`src/rtl/adcres_pkg.sv`:
```
package adcres_pkg;
  typedef enum logic [1:0] {
    WIN_RIGHT = 2'd0,
    WIN_LSIGN = 2'd1,
    WIN_LUNS  = 2'd2,
    WIN_NONE  = 2'd3
  } win_e;
endpackage

```
`src/rtl/adcres_decode.sv`:
```
module adcres_decode
  import adcres_pkg::*;
#(
  parameter int IDX_W  = 6,
  parameter int ADDR_W = IDX_W + 3
) (
  input  logic              bus_sel,
  input  logic              bus_wr,
  input  logic [ADDR_W-1:0] bus_addr,
  output logic              rd_req,
  output logic              wr_req,
  output logic [IDX_W-1:0]  idx,
  output win_e              win
);
  always_comb begin
    idx    = bus_addr[IDX_W:1];
    win    = win_e'(bus_addr[IDX_W+2:IDX_W+1]);
    rd_req = bus_sel && !bus_wr;
    wr_req = bus_sel && bus_wr && (win != WIN_NONE);
  end
endmodule

```
`src/rtl/adcres_store.sv`:
```
module adcres_store #(
  parameter int IDX_W = 6,
  parameter int RES_W = 10
) (
  input  logic             clk,
  input  logic             rst_n,
  input  logic             cv_en,
  input  logic [IDX_W-1:0] cv_idx,
  input  logic [RES_W-1:0] cv_data,
  input  logic             bw_en,
  input  logic [IDX_W-1:0] bw_idx,
  input  logic [RES_W-1:0] bw_data,
  input  logic [IDX_W-1:0] rd_idx,
  output logic [RES_W-1:0] rd_data
);
  localparam int ENTRIES = 1 << IDX_W;

  logic [RES_W-1:0] mem_q   [ENTRIES];
  logic [RES_W-1:0] mem_d   [ENTRIES];
  logic [ENTRIES-1:0] we;

  for (genvar e = 0; e < ENTRIES; e++) begin : g_entry
    logic cv_hit, bw_hit;
    assign cv_hit   = cv_en && (cv_idx == IDX_W'(e));
    assign bw_hit   = bw_en && (bw_idx == IDX_W'(e));
    assign we[e]    = cv_hit || bw_hit;
    // converter side wins a same-entry collision
    assign mem_d[e] = cv_hit ? cv_data : bw_data;
  end

  always_ff @(posedge clk or negedge rst_n) begin
    if (!rst_n) begin
      for (int e = 0; e < ENTRIES; e++) mem_q[e] <= '0;
    end else begin
      for (int e = 0; e < ENTRIES; e++)
        if (we[e]) mem_q[e] <= mem_d[e];
    end
  end

  assign rd_data = mem_q[rd_idx];


  cv_lands_chk: assert property (@(posedge clk) disable iff (!rst_n)
    cv_en |=> mem_q[$past(cv_idx)] == $past(cv_data));


  bw_lands_chk: assert property (@(posedge clk) disable iff (!rst_n)
    (bw_en && !(cv_en && cv_idx == bw_idx)) |=> mem_q[$past(bw_idx)] == $past(bw_data));
endmodule

```
`src/rtl/adcres_format.sv`:
```
module adcres_format
  import adcres_pkg::*;
#(
  parameter int RES_W = 10,
  parameter int BUS_W = 16
) (
  input  logic [RES_W-1:0] raw,
  input  win_e             win,
  output logic [BUS_W-1:0] word
);
  localparam int PAD = BUS_W - RES_W;

  always_comb begin
    unique case (win)
      WIN_RIGHT: word = {{PAD{1'b0}}, raw};
      WIN_LSIGN: word = {~raw[RES_W-1], raw[RES_W-2:0], {PAD{1'b0}}};
      WIN_LUNS:  word = {raw, {PAD{1'b0}}};
      default:   word = '0;
    endcase
  end
endmodule

```
`src/rtl/adc_result_store.sv`:
```
module adc_result_store
  import adcres_pkg::*;
#(
  parameter int IDX_W = 6,
  parameter int RES_W = 10,
  parameter int BUS_W = 16,
  localparam int ADDR_W = IDX_W + 3,
  localparam int PAD    = BUS_W - RES_W
) (
  input  logic              clk,
  input  logic              rst_n,
  input  logic              cv_wr_en,
  input  logic [IDX_W-1:0]  cv_wr_idx,
  input  logic [RES_W-1:0]  cv_wr_data,
  input  logic              bus_sel,
  input  logic              bus_wr,
  input  logic [ADDR_W-1:0] bus_addr,
  input  logic [BUS_W-1:0]  bus_wdata,
  output logic [BUS_W-1:0]  bus_rdata,
  output logic              bus_rvalid
);
  logic             rd_req, wr_req;
  logic [IDX_W-1:0] dec_idx;
  win_e             dec_win;
  logic [RES_W-1:0] raw;
  logic [BUS_W-1:0] fmt_word;
  logic [BUS_W-1:0] rdata_d, rdata_q;
  logic             rvalid_d, rvalid_q;

  adcres_decode #(.IDX_W(IDX_W), .ADDR_W(ADDR_W)) u_dec (
    .bus_sel (bus_sel),
    .bus_wr  (bus_wr),
    .bus_addr(bus_addr),
    .rd_req  (rd_req),
    .wr_req  (wr_req),
    .idx     (dec_idx),
    .win     (dec_win)
  );

  adcres_store #(.IDX_W(IDX_W), .RES_W(RES_W)) u_store (
    .clk    (clk),
    .rst_n  (rst_n),
    .cv_en  (cv_wr_en),
    .cv_idx (cv_wr_idx),
    .cv_data(cv_wr_data),
    .bw_en  (wr_req),
    .bw_idx (dec_idx),
    .bw_data(bus_wdata[RES_W-1:0]),
    .rd_idx (dec_idx),
    .rd_data(raw)
  );

  adcres_format #(.RES_W(RES_W), .BUS_W(BUS_W)) u_fmt (
    .raw (raw),
    .win (dec_win),
    .word(fmt_word)
  );

  always_comb begin
    rvalid_d = rd_req;
    rdata_d  = rd_req ? fmt_word : '0;
  end

  always_ff @(posedge clk or negedge rst_n) begin
    if (!rst_n) begin
      rvalid_q <= 1'b0;
      rdata_q  <= '0;
    end else begin
      rvalid_q <= rvalid_d;
      rdata_q  <= rdata_d;
    end
  end

  assign bus_rvalid = rvalid_q;
  assign bus_rdata  = rdata_q;


  rvalid_follows_chk: assert property (@(posedge clk) disable iff (!rst_n)
    (bus_sel && !bus_wr) |=> bus_rvalid);


  rvalid_idle_chk: assert property (@(posedge clk) disable iff (!rst_n)
    !(bus_sel && !bus_wr) |=> !bus_rvalid);


  rdata_quiet_chk: assert property (@(posedge clk) disable iff (!rst_n)
    !bus_rvalid |-> bus_rdata == '0);


  right_upper_zero_chk: assert property (@(posedge clk) disable iff (!rst_n)
    (bus_sel && !bus_wr && bus_addr[ADDR_W-1:ADDR_W-2] == 2'd0)
      |=> bus_rdata[BUS_W-1:RES_W] == '0);


  left_lower_zero_chk: assert property (@(posedge clk) disable iff (!rst_n)
    (bus_sel && !bus_wr && bus_addr[ADDR_W-2] != bus_addr[ADDR_W-1])
      |=> bus_rdata[PAD-1:0] == '0);


  hole_reads_zero_chk: assert property (@(posedge clk) disable iff (!rst_n)
    (bus_sel && !bus_wr && bus_addr[ADDR_W-1:ADDR_W-2] == 2'd3)
      |=> bus_rdata == '0);
endmodule

```
`config.mk`:
```
export PLATFORM = sky130hd
export DESIGN_NAME = adc_result_store
export DESIGN_NICKNAME = d
export VERILOG_FILES = /design/src/rtl/adcres_pkg.sv /design/src/rtl/adcres_decode.sv /design/src/rtl/adcres_store.sv /design/src/rtl/adcres_format.sv /design/src/rtl/adc_result_store.sv
export SDC_FILE = /design/constraint.sdc
export NUM_CORES = 2
export LEC_CHECK = 0
export ABC_AREA = 1
export BUFFER_PORTS_ARGS = -buffer_cell sky130_fd_sc_hd__buf_4
export CORE_ASPECT_RATIO = 0.75
export CORE_MARGIN = 2
export CORE_UTILIZATION = 45
export CTS_BUF_LIST = sky130_fd_sc_hd__clkbuf_4 sky130_fd_sc_hd__clkbuf_8
export DETAILED_ROUTE_END_ITERATION = 16
export SLEW_MARGIN = 20
export SYNTH_ARGS = -nofsm -noshare
export SYNTH_HDL_FRONTEND = slang
export SYNTH_HIERARCHICAL = 1
export SYNTH_SLANG_ARGS = --single-unit
```
`constraint.sdc`:
```
create_clock -name clk -period 2 [get_ports clk]
set_input_delay 0.2 -clock clk [delete_from_list [all_inputs] [get_ports clk]]
set_output_delay 0.2 -clock clk [all_outputs]
set_load 0.01 [all_outputs]
```
Word-level counts from Yosys, hierarchy flattened

Cells that the tools add are included.

Equal/unequal tests: 129
Magnitude comparators: 1
Reduce and logical (&&, ||, !) cells: 199
Muxes and demuxes: 69
Bitwise operators: 2

Operators with widths:

| operator             | number |
|---|---|
| $mux W10             | 66 |
| $eq A6 B6 Y1 const B | 64 |
| $eq A6 B5 Y1 const B | 32 |
| $logic_and A1 B1 Y1  | 131 |
| $eq A6 B4 Y1 const B | 16 |
| $logic_or A1 B1 Y1   | 64 |
| $bmux W10 S6         | 1 |
| $eq A6 B3 Y1 const B | 8 |
| $pmux W16 S3         | 1 |
| $eq A6 B2 Y1 const B | 4 |
| $mux W16             | 1 |
| $eq A6 B1 Y1 const B | 2 |
| $logic_not A6 Y1     | 2 |
| $ge A7 B7 Y1 const B | 1 |
| $not A6 Y7           | 1 |
| $eq A2 B1 Y1 const B | 1 |
| $eq A2 B2 Y1 const B | 1 |
| $logic_not A2 Y1     | 1 |
| $ne A2 B2 Y1 const B | 1 |
| $logic_not A1 Y1     | 1 |
| $not A1 Y1           | 1 |

Register bits: 657
Word-level logic and storage cells: 466
Output and inout port bits: 17
Input bits: 46

Longest topological paths before layout

Depth in word-level cells: 7
Gate-level depth with buffers: 19
Mapped depth without buffers: 15

By module

The synthesis kept the hierarchy.

Modules (own cells, without submodules):

| module           | instances | cells each | seq. area each (µm²) | area each (µm²) |
|---|---|---|---|---|
| adcres_store     | 1         | 4798       | 16015.4              | 35952.0 |
| adc_result_store | 1         | 51         | 425.4                | 589.3 |
| adcres_format    | 1         | 48         | 0.0                  | 220.2 |
| adcres_decode    | 1         | 14         | 0.0                  | 82.6 |

Least setup slack after synthesis

OpenSTA, ideal clock, no wires.

Path kind: in2reg
Start point: input bus_addr[2]
End point: register rdata_q[15] (netlist: bus_rdata[15])
Data arrival time: 1.748 ns
Library setup time: 0.113 ns
Required time: 1.887 ns
Buffers on the path: 4
Stages on the path: 18
Slack: 0.139 ns
Cells stage by stage: buf_4 -> buf_2 -> inv_2 -> buf_2 -> clkbuf_1 -> nand3_1 -> nand3_1 -> nand2_1 -> nand2_1 -> nand3_1 -> nand3_1 -> nand2_1 -> inv_1 -> nand2_1 -> nand2_1 -> nor2_2 -> nand2_1 -> inv_1

Cells in the longest elaborated chain, start to end: 7

RTL lines:

| element                                        | RTL line               | RTL |
|---|---|---|
| from (decl)                                    | adc_result_store.sv:17 | `input logic [ADDR_W-1:0] bus_addr,` |
| $not A6 Y7 (not written as such) *             | adcres_store.sv:40     | `assign rd_data = mem_q[rd_idx];` |
| $bmux W10 S6 *                                 | adcres_store.sv:40     |  |
| $mux W10 (not written as such) * (2 in series) | adcres_store.sv:40     |  |
| via raw[9]                                     | adc_result_store.sv:25 | `logic [RES_W-1:0] raw;` |
| $not A1 Y1                                     | adcres_format.sv:16    | `WIN_LSIGN: word = {~raw[RES_W-1], raw[RES_W-2:0], {PAD{1'b0}}};` |
| $pmux W16 S3 *                                 | adcres_format.sv:14    | `unique case (win)` |
| via fmt_word[15]                               | adc_result_store.sv:26 | `logic [BUS_W-1:0] fmt_word;` |
| $mux W16 *                                     | adc_result_store.sv:61 | `rdata_d = rd_req ? fmt_word : '0;` |
| via rdata_d[15]                                | adc_result_store.sv:27 | `logic [BUS_W-1:0] rdata_d, rdata_q;` |
| to (signal assigned)                           | adc_result_store.sv:70 | `rdata_q <= rdata_d;` |
| to (decl)                                      | adc_result_store.sv:27 |  |

The timed path passes the listed nets; every way through them passes the cells marked *. The select of a mux whose other input is x is not followed.
A chain may end at the register's enable or synchronous reset.

Worst setup path after layout

Start point: register u_store/mem_q[0] (netlist bit)
End point: register rdata_q[6] (netlist: bus_rdata[6])

Cells in the longest elaborated chain, start to end: 5

RTL lines:

| element                                      | RTL line               | RTL |
|---|---|---|
| from (decl)                                  | adcres_store.sv:18     | `logic [RES_W-1:0] mem_q [ENTRIES];` |
| from (signal, indexed assignment)            | adcres_store.sv:36     | `if (we[e]) mem_q[e] <= mem_d[e];` |
| $bmux W10 S6                                 | adcres_store.sv:40     |  |
| $mux W10 (not written as such) (2 in series) | adcres_store.sv:40     |  |
| via raw[0]                                   | adc_result_store.sv:25 |  |
| $pmux W16 S3                                 | adcres_format.sv:14    |  |
| via fmt_word[6]                              | adc_result_store.sv:26 |  |
| $mux W16                                     | adc_result_store.sv:61 |  |
| via rdata_d[6]                               | adc_result_store.sv:27 |  |

The timed path passes the listed nets, and every way through them passes these cells. The select of a mux whose other input is x is not followed.

==> results.md <==
- Status: complete, no violations
- Routed wire length: 161 mm
- Seq/Total Area, Yosys: 0.446
- Critical path class: register to register
- GRT Residual Overflow: 0
- Syn_area_per_cell: 7.50 um^2
- Crit end category: register
- Die Ht: 252 um
- CTS H-tree lvls: 3
- CP startpoint kind: register
- IO Pins: 63
- Share of layout cells above drive strength 1: 0.156
- Final number of setup-violating endpoints: 0
- Synth area leaders: dfrtp_1 (45%), nand2_1 (22%), nand3_1 (7.9%)
- Synth cell types: 33
- RSZ-0062 raised after global routing: no
- Die Footprint: 84,200 um^2
- Clk sinks: 657
- Vias in the first global route: 35,357
- GRT Total Usage: 0.379
- Post-Syn Nets: 4,957
- Total iterations of the first detailed-routing run: 8
- Final hold vios: 0
- Dominant cell type by area after synthesis: dfrtp_1
- Residual DRC: 0
- Latest clock arrival within the worst-skew pair: 0.78 ns
- Cell Rows: 90
- Ys async rst share: 1.00
- Antenna violations before repair: 4
- DIE WIDTH: 334 um
- Reg clk slew, reported paths: 0.06 ns
- Synth Instances: 4,911
- CP max FO: 3
- Fmax: 522 MHz
- DR WL/cell: 26.0 um
- Initial Util: 0.456
- Max_slew headroom: 0.395
- Post-place setup slack: -0.214 ns
- Worst vdd ir: 595 uV
- CTS Root Cell: clkbuf_8
- Tightest Hold Check Type: primary input to register
- Fin util: 0.536
- CTS tree: built
- Worst Tran Pin Value: 0.907 ns
- Initial DRC Count: 5,935
- Leak pwr: 0.0197 uW
- Final Slew Violations: 0
- Clk buf depth: 3
- Post-route minimum period: 1.91 ns
- Area grow syn2layout: 17.6%
- Syn Std Cell Area: 36,800 um^2
- GPL Wtd Cong: 1.02
- Yosys top cell area share: 0.446
- Arr. time, crit path: 2.56 ns
- Port buffer count: 55
- Core area: 80,700 um^2
- FF+latch count, synth: 657
- Synth Flop Type: dfrtp_1
- Final Net Count: 5,092
- CTS Buf Count: 109
- Routed via count: 38,282
- Fin Setup TNS: 0 ns
- Layout Skew: 0.0317 ns
- First-pass GRT wire length: 238 mm
- Worst Slack Setup Final: 0.0858 ns
- Required @ worst endpoint: 2.65 ns
- DR vias/cell: 6.18
- Post-CTS setup buffer count: 0
- Max-Cap Viols: 0
- Post-DP HPWL: 103 mm
- Power per cell area: 875 nW/um^2
- Post-DRT Antenna Nets: 0
- YS warnings: 6
- Largest net degree at the start of global routing: 106
- Final Cycle Share: 0.957
- Post-synth EDFFs: 0
routing by layer:
| layer | track usage | vias to the layer above | routed length [um] |
|---|---|---|---|
| li1 | - | 17109 | - |
| met1 | 0.564 | 18386 | 68600 |
| met2 | 0.518 | 2441 | 64900 |
| met3 | 0.116 | 344 | 22200 |
| met4 | 0.124 | 2 | 5490 |
| met5 | 0 | - | 12 |
where the power goes:
group	total [uW]	internal (uW)	switching (uW)
clock network	13200	7240	5950
registers	17300	15700	1550
logic	7450	2820	4630
total	37900	25800	12100
state kept, by name, summed over array words and instances, names as in the netlist:
register / flops
u_store/mem_q: 640
bus_rdata: 16
bus_rvalid: 1
cell usage after synthesis, types with 15 or more instances:
cell type     n
a21oi_2      33
a21oi_1      15
nor2_1       84
nand2_1    2150
o221ai_1    134
clkbuf_1    279
o311ai_0    261
o311ai_1     99
o21ai_1      21
nor2_2       20
dfrtp_1     657
buf_2       117
buf_1        21
o211ai_1     23
inv_2        41
o21ai_0     220
nand3_1     581
nand2_2      19
inv_1        75
cell families (layout without fill, tap and decap cells):
family	after synthesis	count (layout)	synth area share
AND/OR/NAND/NOR	2879	2879	0.322
flip-flops	657	657	0.446
buffers and inverters	558	779	0.0641
AO/OA/AOI/OAI	817	817	0.168
other	0	3	0
final cells by class:
class	count	area, um^2
Sequential cell	657	16400
Antenna cell	3	7.51
Clock buffer	184	2280
Tap cell	1058	1320
Clock inverter	13	101
Fill cell	7791	37400
Multi-Input combinational cell	3696	18100
Inverter	121	464
Timing Repair Buffer	461	4620
worst max-delay path: stages (launching register included):
cell,delay [ns]
dfrtp_1,0.38
nand2_1,0.11
nand3_1,0.08
nand3_1,0.13
nand2_1,0.09
nand2_1,0.09
nand3_1,0.16
nand3_2,0.23
nand2_1,0.19
nand3_1,0.14
nand3_1,0.08
nand2_1,0.06
inv_1,0.03
final timing paths:
| path | start | endpoint | slack (ns) | depth (start not counted) |
|---|---|---|---|---|
| setup / recovery | u_store/mem_q[0] | bus_rdata[6] | 0.09 | 12 |
| hold / removal | cv_wr_data[0] | u_store/mem_q[40] | 0.05 | 4 |
| setup reg to reg | u_store/mem_q[0] | bus_rdata[6] | 0.09 | 12 |
| hold reg to reg | u_store/mem_q[97] | u_store/mem_q[97] | 0.48 | 2 |
| max in group asynchronous | rst_n | u_store/mem_q[38] | 1.29 | 3 |
| min in group asynchronous | rst_n | u_store/mem_q[586] | 0.11 | 3 |
timing repair:
action | in CTS | in global routing
hold buffers | 16 | 0
setup endpoints to repair | 0 | 6
gates resized for setup | 0 | 5
hold endpoints to repair | 760 | 0
stage by stage:
stage               std cells  cell area, um^2  total power, uW  hold WS (ns)
finish                   6193            43300            37900        0.0550
global route             6192            43300            39500        0.0429
global placement         5977            40700            24500         0.102
CTS                      6190            43300            37700       0.00277
floorplan                4911            36800            21400       -0.0956
detailed placement       5977            40700            24600         0.101
cells in the final DEF (no fill, tap or decap), types with 2 or more instances in the layout:
cell           netlist  final
a21oi_1             15     14
a21oi_2             33     34
a21oi_4              4      4
a31oi_1              6      6
buf_12               2     88
buf_4               11    355
buf_8                0      2
clkbuf_4             0     41
clkbuf_8             0    143
clkinv_1             5      4
clkinv_2             0      8
clkinvlp_4           0      3
dfrtp_1            657    657
diode_2              0      3
dlygate4sd3_1        0     15
inv_1               75     66
inv_2               41     49
nand2_1           2150   2150
nand2_2             19     19
nand2_4              3      3
nand3_1            581    577
nand3_2              0      4
nand3_4              4      4
nor2_1              84     83
nor2_2              20     21
nor2_4              12     12
nor2_8               3      3
nor3_4               0      2
o211ai_1            23     23
o21ai_0            220    220
o21ai_1             21     21
o221ai_1           134    134
o311ai_0           261    261
o311ai_1            99     99
No activity file was read; power rests on OpenSTA's default activity.
